$ cat src/rtl/fsp_pkg.sv
package fsp_pkg;
  typedef int unsigned fsp_uint_t;

  // Modulo step of a pointer or counter that wraps at lim.
  function automatic fsp_uint_t fsp_step(input fsp_uint_t v, input fsp_uint_t lim);
    return (v + 1 >= lim) ? 0 : v + 1;
  endfunction

  // Master frame-sync decision: pulse in the period after the counter hits the last slot.
  function automatic logic fsp_fs_due(input fsp_uint_t slot, input fsp_uint_t width);
    return slot == width - 1;
  endfunction
endpackage

$ cat src/rtl/fsp_fifo.sv
module fsp_fifo #(
  parameter int W     = 8,
  parameter int DEPTH = 16
) (
  input  logic         clk,
  input  logic         rst_n,
  input  logic         push,
  input  logic [W-1:0] wdata,
  input  logic         pop,
  output logic [W-1:0] rdata,
  output logic         full,
  output logic         empty
);
  import fsp_pkg::*;
  localparam int AW = (DEPTH > 1) ? $clog2(DEPTH) : 1;
  localparam int CW = $clog2(DEPTH + 1);

  logic [W-1:0]  mem [DEPTH];
  logic [AW-1:0] wp, rp;
  logic [CW-1:0] cnt;
  logic          do_push, do_pop;

  assign full    = (cnt == CW'(DEPTH));
  assign empty   = (cnt == '0);
  assign do_push = push & ~full;
  assign do_pop  = pop & ~empty;
  assign rdata   = mem[rp];

  always_ff @(posedge clk) begin
    if (do_push) mem[wp] <= wdata;
  end

  always_ff @(posedge clk or negedge rst_n) begin
    if (!rst_n) begin
      wp  <= '0;
      rp  <= '0;
      cnt <= '0;
    end else begin
      if (do_push) wp <= AW'(fsp_step(fsp_uint_t'(wp), DEPTH));
      if (do_pop)  rp <= AW'(fsp_step(fsp_uint_t'(rp), DEPTH));
      case ({do_push, do_pop})
        2'b10:   cnt <= cnt + 1'b1;
        2'b01:   cnt <= cnt - 1'b1;
        default: cnt <= cnt;
      endcase
    end
  end
endmodule

$ cat src/rtl/fsp_sclk.sv
module fsp_sclk #(
  parameter int W        = 8,
  parameter int HALF_DIV = 4,
  parameter int SYNC     = 2
) (
  input  logic clk,
  input  logic rst_n,
  input  logic enable,
  input  logic master,
  input  logic sclk_in,
  input  logic fs_in,
  input  logic rx_in,
  output logic sclk_out,
  output logic fs_out,
  output logic sck_rise,
  output logic sck_fall,
  output logic fs_src,
  output logic rx_bit
);
  import fsp_pkg::*;
  localparam int DW = (HALF_DIV > 1) ? $clog2(HALF_DIV) : 1;
  localparam int FW = (W > 1) ? $clog2(W) : 1;

  logic [SYNC-1:0] s_sck, s_fs, s_rx;
  logic [DW-1:0]   div;
  logic [FW-1:0]   slot;
  logic            sck_m, fs_m, sck_d, sck_src, m_on;

  assign m_on = enable & master;

  // Pin resynchronisers (same depth keeps clock, sync and data aligned)
  always_ff @(posedge clk or negedge rst_n) begin
    if (!rst_n) begin
      s_sck <= '0;
      s_fs  <= '0;
      s_rx  <= '0;
    end else begin
      s_sck <= {s_sck[SYNC-2:0], sclk_in};
      s_fs  <= {s_fs[SYNC-2:0], fs_in};
      s_rx  <= {s_rx[SYNC-2:0], rx_in};
    end
  end

  // Master clock divider and frame-sync slot counter
  always_ff @(posedge clk or negedge rst_n) begin
    if (!rst_n) begin
      div   <= '0;
      sck_m <= 1'b0;
      fs_m  <= 1'b0;
      slot  <= FW'(W - 2);
    end else if (!m_on) begin
      div   <= '0;
      sck_m <= 1'b0;
      fs_m  <= 1'b0;
      slot  <= FW'(W - 2);
    end else if (div == DW'(HALF_DIV - 1)) begin
      div   <= '0;
      sck_m <= ~sck_m;
      if (!sck_m) begin
        fs_m <= fsp_fs_due(fsp_uint_t'(slot), W);
        slot <= FW'(fsp_step(fsp_uint_t'(slot), W));
      end
    end else begin
      div <= div + 1'b1;
    end
  end

  assign sck_src = master ? sck_m : s_sck[SYNC-1];

  always_ff @(posedge clk or negedge rst_n) begin
    if (!rst_n) sck_d <= 1'b0;
    else        sck_d <= sck_src;
  end

  assign sck_rise = sck_src & ~sck_d;
  assign sck_fall = ~sck_src & sck_d;
  assign fs_src   = master ? fs_m : s_fs[SYNC-1];
  assign rx_bit   = s_rx[SYNC-1];
  assign sclk_out = sck_m;
  assign fs_out   = fs_m;
endmodule

$ cat src/rtl/fsp_engine.sv
module fsp_engine #(
  parameter int W = 8
) (
  input  logic         clk,
  input  logic         rst_n,
  input  logic         enable,
  input  logic         sck_rise,
  input  logic         sck_fall,
  input  logic         fs_src,
  input  logic         rx_bit,
  input  logic         tx_empty,
  input  logic [W-1:0] tx_head,
  output logic         tx_load,
  output logic         tx_pop,
  output logic         udr_evt,
  output logic         rx_push,
  output logic [W-1:0] rx_byte,
  output logic         tx_out,
  output logic         tx_oe
);
  localparam int BW = (W > 1) ? $clog2(W) : 1;

  logic          fs_hit, toe, ract;
  logic [W-1:0]  tsr, rsr;
  logic [BW-1:0] tleft, rcnt;

  assign tx_load = enable & sck_rise & fs_hit;
  assign tx_pop  = tx_load & ~tx_empty;
  assign udr_evt = tx_load & tx_empty;
  assign rx_byte = {rsr[W-2:0], rx_bit};
  assign rx_push = enable & sck_fall & ~fs_hit & ract & (rcnt == BW'(W - 1));
  assign tx_out  = toe & tsr[W-1];
  assign tx_oe   = toe;

  always_ff @(posedge clk or negedge rst_n) begin
    if (!rst_n) begin
      fs_hit <= 1'b0; toe <= 1'b0; ract <= 1'b0;
      tsr <= '0; rsr <= '0; tleft <= '0; rcnt <= '0;
    end else if (!enable) begin
      fs_hit <= 1'b0; toe <= 1'b0; ract <= 1'b0;
      tsr <= '0; rsr <= '0; tleft <= '0; rcnt <= '0;
    end else begin
      // falling edge: capture data, then the frame-sync level
      if (sck_fall) begin
        fs_hit <= fs_src;
        if (fs_hit) begin
          rsr  <= W'(rx_bit);
          rcnt <= BW'(1);
          ract <= 1'b1;
        end else if (ract) begin
          rsr <= rx_byte;
          if (rcnt == BW'(W - 1)) begin
            ract <= 1'b0;
            rcnt <= '0;
          end else begin
            rcnt <= rcnt + 1'b1;
          end
        end
      end
      // rising edge: start a byte after a sync, otherwise shift or release the pin
      if (sck_rise) begin
        if (fs_hit) begin
          tsr   <= tx_empty ? '0 : tx_head;
          toe   <= 1'b1;
          tleft <= BW'(W - 1);
        end else if (toe) begin
          if (tleft == '0) begin
            toe <= 1'b0;
          end else begin
            tsr   <= {tsr[W-2:0], 1'b0};
            tleft <= tleft - 1'b1;
          end
        end
      end
    end
  end
endmodule

$ cat src/rtl/fsync_serial_port.sv
module fsync_serial_port #(
  parameter int DATA_W      = 8,
  parameter int FIFO_DEPTH  = 16,
  parameter int HALF_DIV    = 4,
  parameter int SYNC_STAGES = 2
) (
  input  logic              clk,
  input  logic              rst_n,
  input  logic              enable,
  input  logic              master,
  input  logic              tx_wr,
  input  logic [DATA_W-1:0] tx_wdata,
  output logic              tx_full,
  output logic              tx_empty,
  input  logic              rx_rd,
  output logic [DATA_W-1:0] rx_rdata,
  output logic              rx_empty,
  input  logic              ovr_clr,
  output logic              ovr_flag,
  output logic              udr_flag,
  input  logic              sclk_in,
  input  logic              fs_in,
  input  logic              rx_in,
  output logic              sclk_out,
  output logic              fs_out,
  output logic              tx_out,
  output logic              tx_oe
);
  logic              sck_rise, sck_fall, fs_src, rx_bit;
  logic              tx_load, tx_pop, udr_evt, rx_push, rx_full, rx_drop;
  logic [DATA_W-1:0] tx_head, rx_byte;

  fsp_sclk #(.W(DATA_W), .HALF_DIV(HALF_DIV), .SYNC(SYNC_STAGES)) u_sclk (
    .clk(clk), .rst_n(rst_n), .enable(enable), .master(master),
    .sclk_in(sclk_in), .fs_in(fs_in), .rx_in(rx_in),
    .sclk_out(sclk_out), .fs_out(fs_out), .sck_rise(sck_rise), .sck_fall(sck_fall),
    .fs_src(fs_src), .rx_bit(rx_bit));

  fsp_fifo #(.W(DATA_W), .DEPTH(FIFO_DEPTH)) u_txq (
    .clk(clk), .rst_n(rst_n), .push(tx_wr), .wdata(tx_wdata), .pop(tx_pop),
    .rdata(tx_head), .full(tx_full), .empty(tx_empty));

  fsp_fifo #(.W(DATA_W), .DEPTH(FIFO_DEPTH)) u_rxq (
    .clk(clk), .rst_n(rst_n), .push(rx_push), .wdata(rx_byte), .pop(rx_rd),
    .rdata(rx_rdata), .full(rx_full), .empty(rx_empty));

  fsp_engine #(.W(DATA_W)) u_eng (
    .clk(clk), .rst_n(rst_n), .enable(enable), .sck_rise(sck_rise), .sck_fall(sck_fall),
    .fs_src(fs_src), .rx_bit(rx_bit), .tx_empty(tx_empty), .tx_head(tx_head),
    .tx_load(tx_load), .tx_pop(tx_pop), .udr_evt(udr_evt), .rx_push(rx_push),
    .rx_byte(rx_byte), .tx_out(tx_out), .tx_oe(tx_oe));

  assign rx_drop = rx_push & rx_full;

  // Sticky flags: a new event wins over its clearing action
  always_ff @(posedge clk or negedge rst_n) begin
    if (!rst_n) begin
      ovr_flag <= 1'b0;
      udr_flag <= 1'b0;
    end else begin
      if (rx_drop)      ovr_flag <= 1'b1;
      else if (ovr_clr) ovr_flag <= 1'b0;
      if (udr_evt)      udr_flag <= 1'b1;
      else if (tx_wr)   udr_flag <= 1'b0;
    end
  end
endmodule

$ cat config.mk
export PLATFORM = sky130hd
export DESIGN_NAME = fsync_serial_port
export DESIGN_NICKNAME = d
export VERILOG_FILES = /design/src/rtl/fsp_pkg.sv /design/src/rtl/fsp_fifo.sv /design/src/rtl/fsp_sclk.sv /design/src/rtl/fsp_engine.sv /design/src/rtl/fsync_serial_port.sv
export SDC_FILE = /design/constraint.sdc
export NUM_CORES = 1
export LEC_CHECK = 0
export ABC_AREA = 1
export BUFFER_PORTS_ARGS = -buffer_cell sky130_fd_sc_hd__buf_2
export CAP_MARGIN = 30
export CORE_MARGIN = 4
export CORE_UTILIZATION = 45
export CTS_CLUSTER_DIAMETER = 40
export DETAILED_ROUTE_END_ITERATION = 16
export MAX_ROUTING_LAYER = met4
export PLACE_DENSITY_LB_ADDON = 0.15
export SYNTH_ARGS = -nofsm -noshare
export SYNTH_HDL_FRONTEND = slang
export SYNTH_SLANG_ARGS = --single-unit
$ cat constraint.sdc
create_clock -name clk -period 4.4 [get_ports clk]
set_input_delay 0.66 -clock clk [delete_from_list [all_inputs] [get_ports clk]]
set_output_delay 0.66 -clock clk [all_outputs]
set_load 0.02 [all_outputs]
-- Word level (Yosys, flattened, before mapping)
Memory sizes are Yosys's and may differ from the RTL's.
Cells that the tools add are included.
W data, S select, Z words.
- logic and storage cells: 152
- input bits: 18
- register bits: 66
- bits in writable memories: 256
- memories: 2
- memory list (name ; depth ; bits a word ; read ports ; clocked after Yosys merged registers in ; write ports ; RTL line ; source):
    u_rxq.mem ; 16 ; 8 ; 1 ; 0 ; 1 ; fsp_fifo.sv:18 ; logic [W-1:0] mem [DEPTH];
    u_txq.mem ; 16 ; 8 ; 1 ; 0 ; 1 ; fsp_fifo.sv:18 ;
- reductions and logical operators: 10
- $add $sub $neg: 12
- equal/unequal tests: 16
- bitwise logic cells: 25
- mux-type cells: 59
- $lt $le $gt $ge: 5
- operators by type and width (operator ; count):
    $mux W8 ; 6
    $mux W3 ; 14
    $mux W7 ; 4
    $mux W1 ; 27
    $add A4 B1 Y5 const B ; 4
    $ge A5 B5 Y1 const B ; 4
    $pmux W5 S2 ; 2
    $and A1 B1 Y1 ; 17
    $mux W4 ; 4
    $add A5 B1 Y5 const B ; 2
    $eq A5 B5 Y1 const B ; 2
    $logic_not A5 Y1 ; 2
    $sub A5 B1 Y5 const B ; 2
    $not A1 Y1 ; 8
    $reduce_bool A2 Y1 ; 4
    $eq A2 B2 Y1 const B ; 3
    $eq A3 B3 Y1 const B ; 2
    $ne A3 B1 Y1 const B ; 2
    $add A3 B1 Y4 const B ; 1
    $eq A2 B1 Y1 const B ; 2
    $ge A4 B4 Y1 const B ; 1
    $mux W2 ; 2
    $ne A2 B1 Y1 const B ; 2
    $ne A2 B2 Y1 const B ; 2
    7 further kinds ; 8

-- Logic depth before layout (Yosys ltp)
Gate-level depths: netlist of run 1.
- depth after elaboration: 10
- depth in mapped cells: 18
- mapped depth without buffers: 17

-- Modules after synthesis
A second synthesis of run 1 with hierarchy kept.
- cell total of the unflattened synthesis: 1516
- area total of the unflattened synthesis: 14791.7 um2
- by module, submodules not included (module ; cells an instance ; sequential area each (um2) ; times used ; area each (um2)):
    fsp_fifo (u_txq) ; 642 ; 4169.0 ; 1 ; 6403.6
    fsp_fifo (u_rxq) ; 644 ; 4169.0 ; 1 ; 6374.9
    fsp_engine ; 166 ; 600.6 ; 1 ; 1371.3
    fsp_sclk ; 54 ; 352.8 ; 1 ; 561.8
    fsync_serial_port ; 10 ; 50.0 ; 1 ; 80.1

-- Least setup slack after synthesis of run 1
Ideal clock, no wire load.
- path kind: input port to flip-flop
- from: in enable
- to: reg u_rxq.cnt[4]
- setup time: 123 ps
- data arrival time: 2500 ps
- stages: 15
- setup slack: 1778 ps
- cells stage by stage: buf_4 > nand4_2 > nor2_2 > nand3_2 > a21oi_4 > buf_6 > inv_1 > ha_1 > ha_1 > nand2_1 > a21oi_1 > nor2_1 > nand2_1 > nand3_1 > xor2_1
- word-level cells in the longest chain between the ends: 7
- elaborated cells on any way between the ends: 9
- classes of those cells: eq/ne: 2; mux: 1; bitwise: 5; reduce/logical: 1
- RTL lines (item ; RTL line ; source):
    start: declaration ; fsync_serial_port.sv:9 ; input logic enable,
    $and A1 B1 Y1 * (4 in a row) ; fsp_engine.sv:31 ; assign rx_push = enable & sck_fall & ~fs_hit & ract & (rcnt == BW'(W - 1));
    $and A1 B1 Y1 * ; fsp_fifo.sv:25 ; assign do_push = push & ~full;
    $eq A2 B1 Y1 or $eq A2 B2 Y1 (tied branches) ; fsp_fifo.sv:41 ; case ({do_push, do_pop})
    $pmux W5 S2 or $reduce_bool A2 Y1 (tied branches) ; - ;
    end signal: assignment ; fsp_fifo.sv:42 ; 2'b10: cnt <= cnt + 1'b1;
    end signal: assignment ; fsp_fifo.sv:43 ; 2'b01: cnt <= cnt - 1'b1;
    end signal: assignment ; fsp_fifo.sv:44 ; default: cnt <= cnt;
    end: declaration ; fsp_fifo.sv:20 ; logic [CW-1:0] cnt;
Every way passes the cells marked *; elsewhere a longest branch is shown, timed or not.
A chain may end at the register's enable or synchronous reset.

-- Worst setup path in the final report of run 1
- from: reg u_rxq.rp[0]
- to: out rx_rdata[4]
- word-level cells in the longest chain between the ends: 1
- RTL lines (item ; RTL line ; source):
    start: declaration ; fsp_fifo.sv:19 ; logic [AW-1:0] wp, rp;
    start signal: assignment ; fsp_fifo.sv:40 ; if (do_pop) rp <= AW'(fsp_step(fsp_uint_t'(rp), DEPTH));
    $mem_v2 Z16 W8 ; - ;
    end: declaration ; fsync_serial_port.sv:16 ; output logic [DATA_W-1:0] rx_rdata,
No other way between the ends.

==> summary.txt, run 1 <==
OUTCOME
--------------------------------------------------------------------------------------------------------
Result of the run ......................................................................... finished, final reports clean

SYNTH
--------------------------------------------------------------------------------------------------------
Portion of netlist area occupied by mux cells .............................................      0.2846%
Post-synthesis register bit count .........................................................          322
Number of enable-type register cells in the synthesized netlist ...........................          256
Top cells by area, synth .................................................................. edfxtp_1, dfrtp_1, nand2_1, inv_1, o21ai_0
Proportion of synthesized chip area in sequential cells ...................................       66.41%
Share of synthesized cell area in and, or, nand and nor gates .............................       16.75%
Syn Inst Count ............................................................................        1,323
Adder and majority cell fraction of the synthesized area ..................................       2.508%
Cell area after synthesis ................................................................. 0.01407 sq mm
Number of distinct library cells after synthesis ..........................................           41
Fraction of synthesis flops using an asynchronous set or reset pin ........................       20.50%
Combinational family with the most area after synthesis ................................... simple AND/OR/NAND/NOR gates
Synth Warn # ..............................................................................            0
Avg Synthesized Cell Area .................................................................  10.63 sq um
Cell type with the largest total area after synthesis .....................................     edfxtp_1
Nets in the synthesized netlist ...........................................................        1,368
Main flop type after synthesis ............................................................     edfxtp_1
Proportion of netlist area held by the largest area contributor ...........................       54.65%
Synth Area in Compound Gates ..............................................................       6.831%
XOR/XNOR share of the synthesized area ....................................................      0.6849%

GLOBAL ROUTING
--------------------------------------------------------------------------------------------------------
Via count of the first global-routing pass ................................................        8,780
Global-route congestion overflow total ....................................................            0
Antenna violations before repair ..........................................................            0
Aggregate global-route resource usage .....................................................       18.71%
Wire length of the first global-routing pass ..............................................    48,870 um
Largest net degree at the start of global routing .........................................           69

POWER
--------------------------------------------------------------------------------------------------------
Post-layout total power ...................................................................   0.009233 W
Power spent charging and discharging nets .................................................   0.003023 W
Relative contribution of the clock network to total power .................................        36.5%
Internal portion of total power ...........................................................   0.006210 W
Switch share ..............................................................................       32.74%
Reg power frac ............................................................................        40.5%
Leakage ...................................................................................     6.615 nW
Relative contribution of combinational cells to total power ...............................        23.0%
Maximum resistive drop on vdd .............................................................     319.2 uV
Power density cells ....................................................................... 578.5 mW/mm^2

WORST SETUP PATH
--------------------------------------------------------------------------------------------------------
Arrival @ worst endpoint ..................................................................      2.55 ns
Largest driver fanout on the critical path ................................................           53
Critical path class .......................................................................   reg -> out
CP Launch Type ............................................................................         flop
Required @ worst endpoint .................................................................      3.74 ns
Kind of capture point of the worst setup path .............................................   output pin

CLOCKING
--------------------------------------------------------------------------------------------------------
Number of clock sinks seen by CTS .........................................................          322
Post-CTS clock slew at the launch and capture registers of the worst setup and hold paths .      0.06 ns
Number of buffers on the longest clock path ...............................................            3
Count of H-tree levels built during CTS ...................................................            2
Clock tree from TritonCTS .................................................................        built
Quantity of gates resized following cts ...................................................            0
TritonCTS buffer count ....................................................................           43
Clock latency of the later-clocked register in the worst-skew pair ........................      0.53 ns
Clock Tree Root ...........................................................................    clkbuf_16
# Post-CTS Setup Buffers ..................................................................            0
Count of hold-fix buffers inserted at cts .................................................            0

CELLS AND AREA
--------------------------------------------------------------------------------------------------------
Diodes inserted ...........................................................................            0
Share of post-route cells with drive strength above 1 .....................................       10.33%
Final net count ...........................................................................        1,405
Cell Count, Final, Fillers Out ............................................................        1,790
Layout overhead on the synthesized area ...................................................       13.45%

DRT
--------------------------------------------------------------------------------------------------------
DRC errors left ...........................................................................            0
Initial DRT Pass Iterations ...............................................................            6
Antenna viol nets, final ..................................................................            0
Met2 routed wirelength ....................................................................    13,310 um
Routed wire length on met3 ................................................................      1436 um
Average wire per standard cell ............................................................     17.04 um
1st-iter DRT viols ........................................................................          723
Vias after detailed routing ...............................................................        9,099
DRT met1 WL ...............................................................................    15,170 um
Routed via count divided by cell count ....................................................        5.083
Top layer in use ..........................................................................         met4
Post-Route WL .............................................................................    30,510 um

FLOORPLANNING
--------------------------------------------------------------------------------------------------------
Core ar. .................................................................................. 0.03075 sq mm
Starting Density ..........................................................................       45.75%
Die X .....................................................................................     184.8 um
DIE HEIGHT ................................................................................     184.8 um
Die footprint ............................................................................. 0.03415 sq mm
Site Rows .................................................................................           64
Total I/O pin count .......................................................................           35

FLOW RUN
--------------------------------------------------------------------------------------------------------
Max Cap Viol ..............................................................................            0

TIMING
--------------------------------------------------------------------------------------------------------
Worst rel slew slack ......................................................................       36.18%
Setup repair after global routing missed its margin .......................................        false
Final worst slack .........................................................................     1.192 ns
Number of hold violations in the final report .............................................            0
Time the final worst path needs with I/O delays and setup .................................     3.208 ns
Final setup violation count ...............................................................            0
Final hold slack ..........................................................................    0.2291 ns
Fmax achieved .............................................................................   0.3117 GHz
Final-report max-slew violation count .....................................................            0
Final Cycle Share .........................................................................       72.92%
Transition time of the tightest slew-check pin ............................................    0.9559 ns
Clock skew after layout ...................................................................   0.01814 ns
Final sum of negative setup slack .........................................................         0 ns

WORST HOLD PATH
--------------------------------------------------------------------------------------------------------
Path class of the lowest-slack min-delay path .............................................  in -> async

PLACED DESIGN
--------------------------------------------------------------------------------------------------------
Final HPWL from detailed placement ........................................................    18,650 um
Cell count after placement ................................................................        1,711
Routability Congestion ....................................................................       0.7980
Buffers on Ports ..........................................................................           34
Worst Setup Slack post-DPL ................................................................     1.441 ns

==> metrics by stage <==
step	cell area, sq um	util, %
final	15960	51.90
after global routing	15960	51.90
after CTS	15960	51.90
after detailed placement	14560	47.36
after global placement	14530	47.27
after floorplan	14070	-
==> sequential cells by signal (all words and copies together) (netlist names), 4 cells and up <==
register   flops
u_txq.rp       4
u_rxq.rp       4
u_txq.mem    128
u_eng.tsr      8
u_rxq.mem    128
u_txq.wp       4
u_txq.cnt      5
u_rxq.cnt      5
u_eng.rsr      7
u_rxq.wp       4
==> power groups by stage <==
| stage | combinational [W] | clock [W] | sequential (W) |
|---|---|---|---|
| 2_1_floorplan | 0.00156 | 0 | 0.00368 |
| 3_3_place_gp | 0.00210 | 0 | 0.00379 |
| 3_5_place_dp | 0.00213 | 0 | 0.00380 |
| 4_1_cts | 0.00214 | 0.00344 | 0.00374 |
| 5_1_grt | 0.00243 | 0.00359 | 0.00377 |
| 6_report | 0.00212 | 0.00337 | 0.00374 |
==> cells by family after synthesis <==
family,Yosys count
AOI/OAI and AO/OA,168
xor gates and xnor gates,11
adders and majority gates,27
buffers and inverters,224
DFF,322
muxes,4
and+or+nand+nor,567
==> worst max-delay path, cell delays in order, from the launching register on <==
cell,delay (ns)
dfrtp_2,0.40
inv_2,0.69
nor2_1,0.08
nor2_1,0.10
o21ai_0,0.15
o211ai_1,0.14
nand3_1,0.17
nand2_1,0.11
buf_2,0.16
==> final timing paths <==
path,from,to,slack (ns),cells past startpoint
worst max-delay path,u_rxq.rp[0],rx_rdata[4],1.19,8
worst min-delay path,rst_n,u_sclk.div[1],0.23,1
worst max register to register,u_rxq.cnt[1],u_rxq.cnt[4],1.77,12
worst min register to register,u_sclk.s_sck[0],u_sclk.s_sck[1],0.36,0
max in group asynchronous,rst_n,u_txq.rp[0],3.55,1
min in group clk,fs_in,u_sclk.s_fs[0],0.23,1
==> cells in the final DEF (no fill, tap or decap), types with 10 or more instances in the layout <==
cell         n
nand2_1    303
edfxtp_1   256
inv_1      163
nor2_1     135
o21ai_0    107
nand3_1    105
dfrtp_1     61
clkbuf_16   44
buf_2       33
o211ai_1    30
ha_1        25
clkinv_2    11
a21oi_1     10
buf_4       10
==> layout make-up <==
type / count / area, sq um
Multi-Input combinational cell: 777 / 3806
Sequential cell: 322 / 9345
Clock buffer: 49 / 1120
Fill cell: 2751 / 14790
Timing Repair Buffer: 44 / 267.8
Clock inverter: 30 / 277.8
Tap cell: 396 / 495.5
Inverter: 172 / 646.9
==> per-layer routing <==
layer  global-route usage (%)  vias up
met5                        -        -
met4                    4.639        0
met3                    2.671       46
met2                    26.59      214
met1                    28.60     4345
li1                         -     4494
==> cell usage after synthesis, types with 2 or more instances <==
library cell and instances:
nand2_1 303, edfxtp_1 256, inv_1 163, nor2_1 135
o21ai_0 107, nand3_1 105, dfrtp_1 64, o211ai_1 30
buf_2 26, ha_1 25, clkbuf_1 15, a21oi_1 10
xor2_1 9, buf_4 8, nor2_2 8, o21ai_1 6
o22ai_1 6, clkinv_1 4, inv_2 4, mux2i_1 4
nor3_1 4, o221ai_1 4, nand2_2 3, buf_6 2
dfstp_2 2, fa_1 2, nand4_2 2, o21ai_2 2
xnor2_1 2
(Power assumes the default switching activity.)
==> run 2: changes to the inputs <==
==> constraint.sdc (replaced) <==
create_clock -name clk -period 3.28 [get_ports clk]
set_input_delay 0.492 -clock clk [delete_from_list [all_inputs] [get_ports clk]]
set_output_delay 0.492 -clock clk [all_outputs]
set_load 0.02 [all_outputs]
==> run 2 against run 1 <==
Clock power up 47%. Cell count grew 0.11%. Sequential cell count did not move. Hold slack got worse by 0.17 ns. Highest routed layer unchanged.
==> summary.txt, run 2 (synthesized netlist as in run 1, its figures left out) <==
TIMING
--------------------------------------------------------------------------------------------------------
Fmax achieved .............................................................................   0.3330 GHz
Setup repair after global routing missed its margin .......................................        false
Final Cycle Share .........................................................................       91.55%
Final-report max-slew violation count .....................................................            0
Clock skew after layout ...................................................................   0.02179 ns
Final setup violation count ...............................................................            0
Worst rel slew slack ......................................................................       39.63%
Final sum of negative setup slack .........................................................         0 ns
Time the final worst path needs with I/O delays and setup .................................     3.003 ns
Transition time of the tightest slew-check pin ............................................    0.9022 ns
Number of hold violations in the final report .............................................            0

GLOBAL ROUTING
--------------------------------------------------------------------------------------------------------
Via count of the first global-routing pass ................................................        8,682
Largest net degree at the start of global routing .........................................           69
Wire length of the first global-routing pass ..............................................    48,740 um
Antenna violations before repair ..........................................................            0
Global-route congestion overflow total ....................................................            0
Aggregate global-route resource usage .....................................................       18.79%

POWER
--------------------------------------------------------------------------------------------------------
Post-layout total power ...................................................................    0.01286 W
Maximum resistive drop on vdd .............................................................     449.4 uV
Leakage ...................................................................................     6.713 nW
Power density cells ....................................................................... 797.4 mW/mm^2

FLOORPLANNING
--------------------------------------------------------------------------------------------------------
Die X .....................................................................................     184.8 um
Site Rows .................................................................................           64
DIE HEIGHT ................................................................................     184.8 um
Starting Density ..........................................................................       45.75%
Die footprint ............................................................................. 0.03415 sq mm
Total I/O pin count .......................................................................           35
Core ar. .................................................................................. 0.03075 sq mm

CELLS AND AREA
--------------------------------------------------------------------------------------------------------
Area of all placed cells without fillers .................................................. 0.01613 sq mm
Most used cells in the layout excluding fill and tap cells ................................ nand2_1, edfxtp_1, inv_1, nor2_1, o21ai_0
Final net count ...........................................................................        1,407
Leading cell type in the layout, fill and taps excluded ...................................      nand2_1
Diodes inserted ...........................................................................            0
Regs by FF count .......................................................................... u_rxq.mem x128, u_txq.mem x128, u_eng.tsr x8
Share of post-route cells with drive strength above 1 .....................................       10.39%
Number of filler cells placed in the layout ...............................................        2,708
Cell Count, Final, Fillers Out ............................................................        1,792
Layout overhead on the synthesized area ...................................................       14.67%

WORST SETUP PATH
--------------------------------------------------------------------------------------------------------
Arrival @ worst endpoint ..................................................................      2.51 ns
Critical path buffer and inverter count ...................................................            3
Worst path slowest cell ...................................................................      dfrtp_2
Cells traversed along the worst timing path ............................................... inv_2 > buf_12 > nor2_1 > nor2_1 > o21ai_0 > o211ai_1 > nand3_1 > nand2_1 > buf_2
Reg2Reg Launch Point ...................................................................... u_txq.cnt[0]
Crit. Startpoint ..........................................................................  u_rxq.rp[0]
CP Launch Type ............................................................................         flop
Required @ worst endpoint .................................................................      2.79 ns
Crit path capture .........................................................................  rx_rdata[6]
Critical path class .......................................................................   reg -> out
Cell family with most CP delay ............................................................ buffers and inverters
Stages on the worst setup path ............................................................            9
Delay of the slowest cell on the worst path ...............................................      0.41 ns
Reg-to-reg critical path endpoint ......................................................... u_txq.cnt[4]
Kind of capture point of the worst setup path .............................................   output pin
Reg2Reg Depth .............................................................................           15
Cell seen most often among critical-path stages ...........................................       nor2_1
Largest driver fanout on the critical path ................................................           37
Register-to-register path setup slack .....................................................      0.71 ns

DRT
--------------------------------------------------------------------------------------------------------
Initial DRT Pass Iterations ...............................................................            5
Average wire per standard cell ............................................................     17.24 um
DRC errors left ...........................................................................            0
1st-iter DRT viols ........................................................................          717
Antenna viol nets, final ..................................................................            0
Post-Route WL .............................................................................    30,890 um
Vias after detailed routing ...............................................................        9,187
Routed via count divided by cell count ....................................................        5.127

CLOCKING
--------------------------------------------------------------------------------------------------------
# Post-CTS Setup Buffers ..................................................................            0
Post-CTS clock slew at the launch and capture registers of the worst setup and hold paths .      0.06 ns
Quantity of gates resized following cts ...................................................            0
Clock Tree Root ...........................................................................    clkbuf_16
Count of H-tree levels built during CTS ...................................................            2
Clock latency of the later-clocked register in the worst-skew pair ........................      0.55 ns
Number of clock sinks seen by CTS .........................................................          322
TritonCTS buffer count ....................................................................           43
Number of buffers on the longest clock path ...............................................            3
Count of hold-fix buffers inserted at cts .................................................            0
Clock tree from TritonCTS .................................................................        built

FLOW RUN
--------------------------------------------------------------------------------------------------------
Max Cap Viol ..............................................................................            0

PLACED DESIGN
--------------------------------------------------------------------------------------------------------
Total placed instance area ................................................................ 0.01459 sq mm
Cell count after placement ................................................................        1,713
Final HPWL from detailed placement ........................................................    18,590 um
Buffers on Ports ..........................................................................           34
Routability Congestion ....................................................................       0.8065

OUTCOME
--------------------------------------------------------------------------------------------------------
Result of the run ......................................................................... finished, final reports clean

WORST HOLD PATH
--------------------------------------------------------------------------------------------------------
Path class of the lowest-slack min-delay path .............................................  in -> async

run 2: layer usage:
| metal | wire length (um) | global-route usage, % | vias up |
|---|---|---|---|
| met3 | 2022 | 3.162 | 50 |
| met5 | 0 | - | - |
| met1 | 14950 | 28.68 | 4375 |
| met4 | 580 | 4.492 | 0 |
| met2 | 13340 | 26.49 | 264 |
| li1 | - | - | 4498 |
run 2: final cells by class:
type	count	area, sq um	area share, %
Clock buffer	49	1119	6.935
Clock inverter	30	422.9	2.622
Tap cell	396	495.5	3.072
Timing Repair Buffer	46	295.3	1.831
Sequential cell	322	9345	57.94
Inverter	172	646.9	4.010
Multi-Input combinational cell	777	3806	23.60
run 2: stage by stage:
step | util [%] | hold WS [ns] | setup slack [ns]
2_1_floorplan | - | 0.1964 | 0.8256
3_3_place_gp | 47.40 | 0.3349 | 0.5537
3_5_place_dp | 47.44 | 0.3364 | 0.5027
4_1_cts | 52.46 | 0.03090 | 0.2377
5_1_grt | 52.46 | 0.03571 | 0.01682
6_report | 52.46 | 0.05773 | 0.2770
run 2: worst min path at each step:
stage                    from              end  cells past startpoint
3_3_place_gp   u_sclk.s_rx[0]   u_sclk.s_rx[1]                      0
6_report                rst_n   u_sclk.slot[0]                      1
3_5_place_dp   u_sclk.s_fs[0]   u_sclk.s_fs[1]                      0
5_1_grt                 fs_in   u_sclk.s_fs[0]                      1
2_1_floorplan           rst_n         ovr_flag                      0
4_1_cts               sclk_in  u_sclk.s_sck[0]                      1
run 2: worst register-to-register path, cell delays in order, from the launching register on:
cell     delay [ns]
dfrtp_1        0.38
inv_1          0.09
nand4_1        0.16
or2_1          0.17
inv_1          0.09
nor2_4         0.17
ha_1           0.28
inv_1          0.10
fa_1           0.37
inv_1          0.09
nand2_1        0.06
a21oi_1        0.15
nor2_1         0.06
nand2_1        0.06
nand3_1        0.09
xor2_1         0.15
run 2: report_power, final:
part	internal (W)	switching (W)
clock network	0.00319	0.00178
registers	0.00471	0.000247
logic	0.000895	0.00204
